File: config.mk
export PLATFORM = sky130hd
export DESIGN_NAME = thr_minsum_slice
export DESIGN_NICKNAME = d
export VERILOG_FILES = /design/src/rtl/thr_minsum_slice.sv
export SDC_FILE = /design/constraint.sdc
export NUM_CORES = 1
export LEC_CHECK = 0
export ABC_AREA = 1
export BUFFER_PORTS_ARGS = -buffer_cell sky130_fd_sc_hd__buf_2
export CORE_UTILIZATION = 56
export DETAILED_ROUTE_END_ITERATION = 10
export PLACE_DENSITY = 0.82
export SLEW_MARGIN = 20
export SYNTH_ARGS = -nofsm -noshare
export SYNTH_HDL_FRONTEND = slang
export SYNTH_SLANG_ARGS = --single-unit
File: constraint.sdc
create_clock -name clk -period 5.9 [get_ports clk]
set_input_delay 0.885 -clock clk [delete_from_list [all_inputs] [get_ports clk]]
set_output_delay 0.885 -clock clk [all_outputs]
set_load 0.005 [all_outputs]
File: src/rtl/thr_minsum_slice.sv
module thr_minsum_slice #(
  parameter int N = 4,
  parameter int W = 4,
  parameter int P = 4
) (
  input  logic           clk,
  input  logic           rst_n,
  input  logic           in_valid,
  input  logic [N-1:0]   in_sign,
  input  logic [N*W-1:0] in_mag,
  input  logic [W-1:0]   thresh,
  input  logic [P-2:0]   peer_flag,
  input  logic [P-2:0]   peer_sign,
  input  logic           norm_sel,
  output logic           loc_flag,
  output logic           loc_sign,
  output logic           out_valid,
  output logic [N-1:0]   out_sign,
  output logic [N*W-1:0] out_mag
);
  localparam int IW = $clog2(N);
  localparam int L  = 1 << IW;

  logic [L*W-1:0] pad;
  logic [W-1:0]   min1, min2;
  logic [IW-1:0]  min_idx;
  logic           peer_any, row_sign;
  logic [N-1:0]   nxt_sign;
  logic [N*W-1:0] nxt_mag;

  always_comb begin
    pad = '1;
    pad[N*W-1:0] = in_mag;
  end

  always_comb begin : tree
    logic [W-1:0]  a1 [L];
    logic [W-1:0]  a2 [L];
    logic [IW-1:0] ai [L];
    for (int i = 0; i < L; i++) begin
      a1[i] = pad[i*W +: W];
      a2[i] = '1;
      ai[i] = IW'(i);
    end
    for (int w = L / 2; w >= 1; w = w / 2) begin
      for (int k = 0; k < w; k++) begin
        if (a1[2*k] <= a1[2*k+1]) begin
          a2[k] = (a2[2*k] < a1[2*k+1]) ? a2[2*k] : a1[2*k+1];
          a1[k] = a1[2*k];
          ai[k] = ai[2*k];
        end else begin
          a2[k] = (a2[2*k+1] < a1[2*k]) ? a2[2*k+1] : a1[2*k];
          a1[k] = a1[2*k+1];
          ai[k] = ai[2*k+1];
        end
      end
    end
    min1    = a1[0];
    min2    = a2[0];
    min_idx = ai[0];
  end

  assign loc_flag = min1 < thresh;
  assign loc_sign = ^in_sign;
  assign peer_any = |peer_flag;
  assign row_sign = loc_sign ^ (^peer_sign);

  for (genvar i = 0; i < N; i++) begin : g_out
    logic [W-1:0] v, c;
    assign v = (min_idx == IW'(i)) ? min2 : min1;
    assign c = (peer_any && v >= thresh) ? thresh : v;
    assign nxt_mag[i*W +: W] = norm_sel ? W'((c >> 2) + (c >> 3)) : (c >> 2);
    assign nxt_sign[i] = row_sign ^ in_sign[i];
  end

  always_ff @(posedge clk or negedge rst_n) begin
    if (!rst_n) begin
      out_valid <= 1'b0;
      out_sign  <= '0;
      out_mag   <= '0;
    end else begin
      out_valid <= in_valid;
      if (in_valid) begin
        out_sign <= nxt_sign;
        out_mag  <= nxt_mag;
      end
    end
  end
endmodule


==> results.cfg <==
[cts]
post_cts_resized = 0
ctsLongestPathBuffers = 2
cts_sinks = 17
clk_pin_slew_ns = 0.07
cts_tree = done
cts_buffers = 3
hold_buffers = 0
htreeDepth = 1
worstSkewPairLatency_ns = 0.25
post_cts_buffers = 0
cts_root_buf = clkbuf_8

[setup_path]
crit_required_ns = 5.02
crit_top_cell = nand2_1
worst-path-max-fanout = 19
arrival_ns = 4.32
crit_slowest_cell = o21ai_0
max_stage_delay_ns = 0.46
endpoint_kind = primary output
critPathBufInv = 6
path_delay_family = compound AO/OA/AOI/OAI gates
worst_setup_path_start_kind = input pin
ff2ff_setup_slack_ns = 5.20
crit_path_cell_trace = buf_2 -> inv_1 -> ha_1 -> nand2_1 -> nand2_1 -> nand2_1 -> nand2_2 -> nand2_4 -> o21ai_0 -> inv_1 -> ha_1 -> nand2_1 -> a21oi_2 -> nand2_1 -> nand2_4 -> nand2_4 -> inv_2 -> nand2_1 -> o21ai_1 -> inv_1 -> ha_1 -> a21oi_1 -> o21a_1 -> buf_2
criticalPathCategory = in2out

[finish]
final_common_cell = nand2_1
areaGrowthSynthToFinish_pct = 12.2
layout_common_cells = nand2_1 (121), inv_1 (61), nand3_1 (54), buf_2 (52), ha_1 (42)
nets = 537
diodes = 0
drive_gt1_frac = 0.163
n_fill_cell = 444

[floorplanning]
dieHeight_um = 70.3
num_rows = 24
core_sq_mm = 0.00441
die_area_sq_mm = 0.00494
initial_core_util = 0.591
die_x_um = 70.3
ios = 57

[synthesis]
synth_area_sq_mm = 0.00261
synth_seq_area_share = 0.163
ys_ff_latch = 17
syn-instance-count = 412
ys.flop_type = dfrtp_1
postSynthAreaPerCell_sq_um = 6.33
synth_cell_types = 29
async_flop_share = 1.00
yosysWarnings = 0
synth-edff-count = 0

[timing]
min_period_over_period = 0.883
final_hold_viol_count = 0
rsz0062_at_grt = false
fin_skew_ns = 0
slew_headroom = 0.654
min_period_ns = 5.21
finalWorstSetupSlack_ns = 0.693
tightest_slew_ns = 0.514
fmax_ghz = 0.192
finalSetupViolCount = 0
fin_tns_setup_ns = 0
finalMaxSlewViolations = 0

[routing]
vias_per_cell = 5.38
drc = 0
wl_per_cell_um = 11.7
firstDrtPassIters = 4
drt_iter0_markers = 177
totalWireLength_mm = 6.01
vias = 2753
antenna_left = 0

[grt]
grt.met3_usage = 0.0404
grt_antenna_before_repair = 0
gr-max-usage-layer = met2
grt.overflow.total = 0
grt_pass1_wl_mm = 10.6
grt_use_total = 0.258
grt_max_degree = 26
met1_usage = 0.332
first_global_vias = 2607
use_met2 = 0.452

[power_and_ir_drop]
total_leakage_power_uw = 0.00178
ir_drop_uv = 130
power_density_mw_per_mm2 = 355

[outcome]
status = completed

[run]
drv_cap = 0

[placement]
globalplace.congestion = 0.929
pre_cts_ws_ns = 0.483
hpwl_mm = 4.92
port_buffers = 52

[min_path]
min_path_type = reg2reg
[metrics by stage]
step | std cells | utilization | power (uW) | hold slack (ns) | instance area (sq um)
after floorplan | 415 | - | 757 | 0.472 | 2620
after global placement | 508 | 0.653 | 917 | 0.457 | 2880
after detailed placement | 508 | 0.653 | 948 | 0.460 | 2880
after CTS | 512 | 0.663 | 1040 | 0.479 | 2930
after global routing | 512 | 0.663 | 1180 | 0.497 | 2930
final | 512 | 0.663 | 1040 | 0.475 | 2930
[report_power, final]
part	total (uW)	internal, uW	switching [uW]
sequential	187	164	22.9
clock	86.8	46.9	39.9
combinational	765	303	462
[metal layers]
metal  share of wire  routed length, um  up-vias
met2            0.48               2890      108
met3           0.062                372        6
met4          0.0087                 52        0
met1            0.45               2690     1214
met5               0                  0        -
li1                -                  -     1425
[cell families after synthesis]
| kind of cell | share of synthesized area |
|---|---|
| xor gates and xnor gates | 0.0336 |
| and+or+nand+nor | 0.392 |
| AOI/OAI and AO/OA | 0.0920 |
| adders and majority gates | 0.201 |
| DFF | 0.163 |
| buffers and inverters | 0.117 |
| other | 0.00144 |
[Yosys cell counts, drive strengths merged, types with 4 or more instances]
cell type / number / area [sq um]
a21oi: 17 / 88.8
and2: 9 / 56.3
buf: 6 / 46.3
clkbuf: 5 / 18.8
dfrtp: 17 / 425
ha: 42 / 526
inv: 64 / 240
nand2: 131 / 537
nand3: 57 / 300
nand4: 9 / 56.3
nor2: 14 / 52.6
o211ai: 4 / 30.0
o21ai: 22 / 114
xnor2: 5 / 43.8
xor2: 5 / 43.8
[layout make-up]
cell class / instances / area [sq um] / area share
clock buffers: 3 / 41.3 / 0.0141
clock inverters: 1 / 5.00 / 0.00171
inverters: 64 / 240 / 0.0821
multi-input cells: 323 / 1890 / 0.646
flip-flops and latches: 17 / 425 / 0.145
well taps: 52 / 65.1 / 0.0222
repair buffers: 52 / 260 / 0.0889
[tightest hold or removal path: cells and delay by family, from the launching register on]
family | cells | cell delay [ns]
flops | 1 | 0.34
simple gates | 2 | 0.10
[state kept, by name (all words and copies together), names as in the netlist]
name and flops:
out_mag 12, out_sign 4, out_valid 1
[worst paths after layout]
| check | start | end | cells after the start |
|---|---|---|---|
| max | in_mag[5] | loc_flag | 24 |
| min | out_mag[10]$_DFFE_PN0P_ | out_mag[10]$_DFFE_PN0P_ | 2 |
| max reg2reg | out_mag[12]$_DFFE_PN0P_ | out_mag[12]$_DFFE_PN0P_ | 4 |
| min reg2reg | out_mag[10]$_DFFE_PN0P_ | out_mag[10]$_DFFE_PN0P_ | 2 |
| max in group asynchronous | rst_n | out_mag[13]$_DFFE_PN0P_ | 1 |
| min in group asynchronous | rst_n | out_valid$_DFF_PN0_ | 1 |
Note: power is estimated with default switching activity, not from simulation.
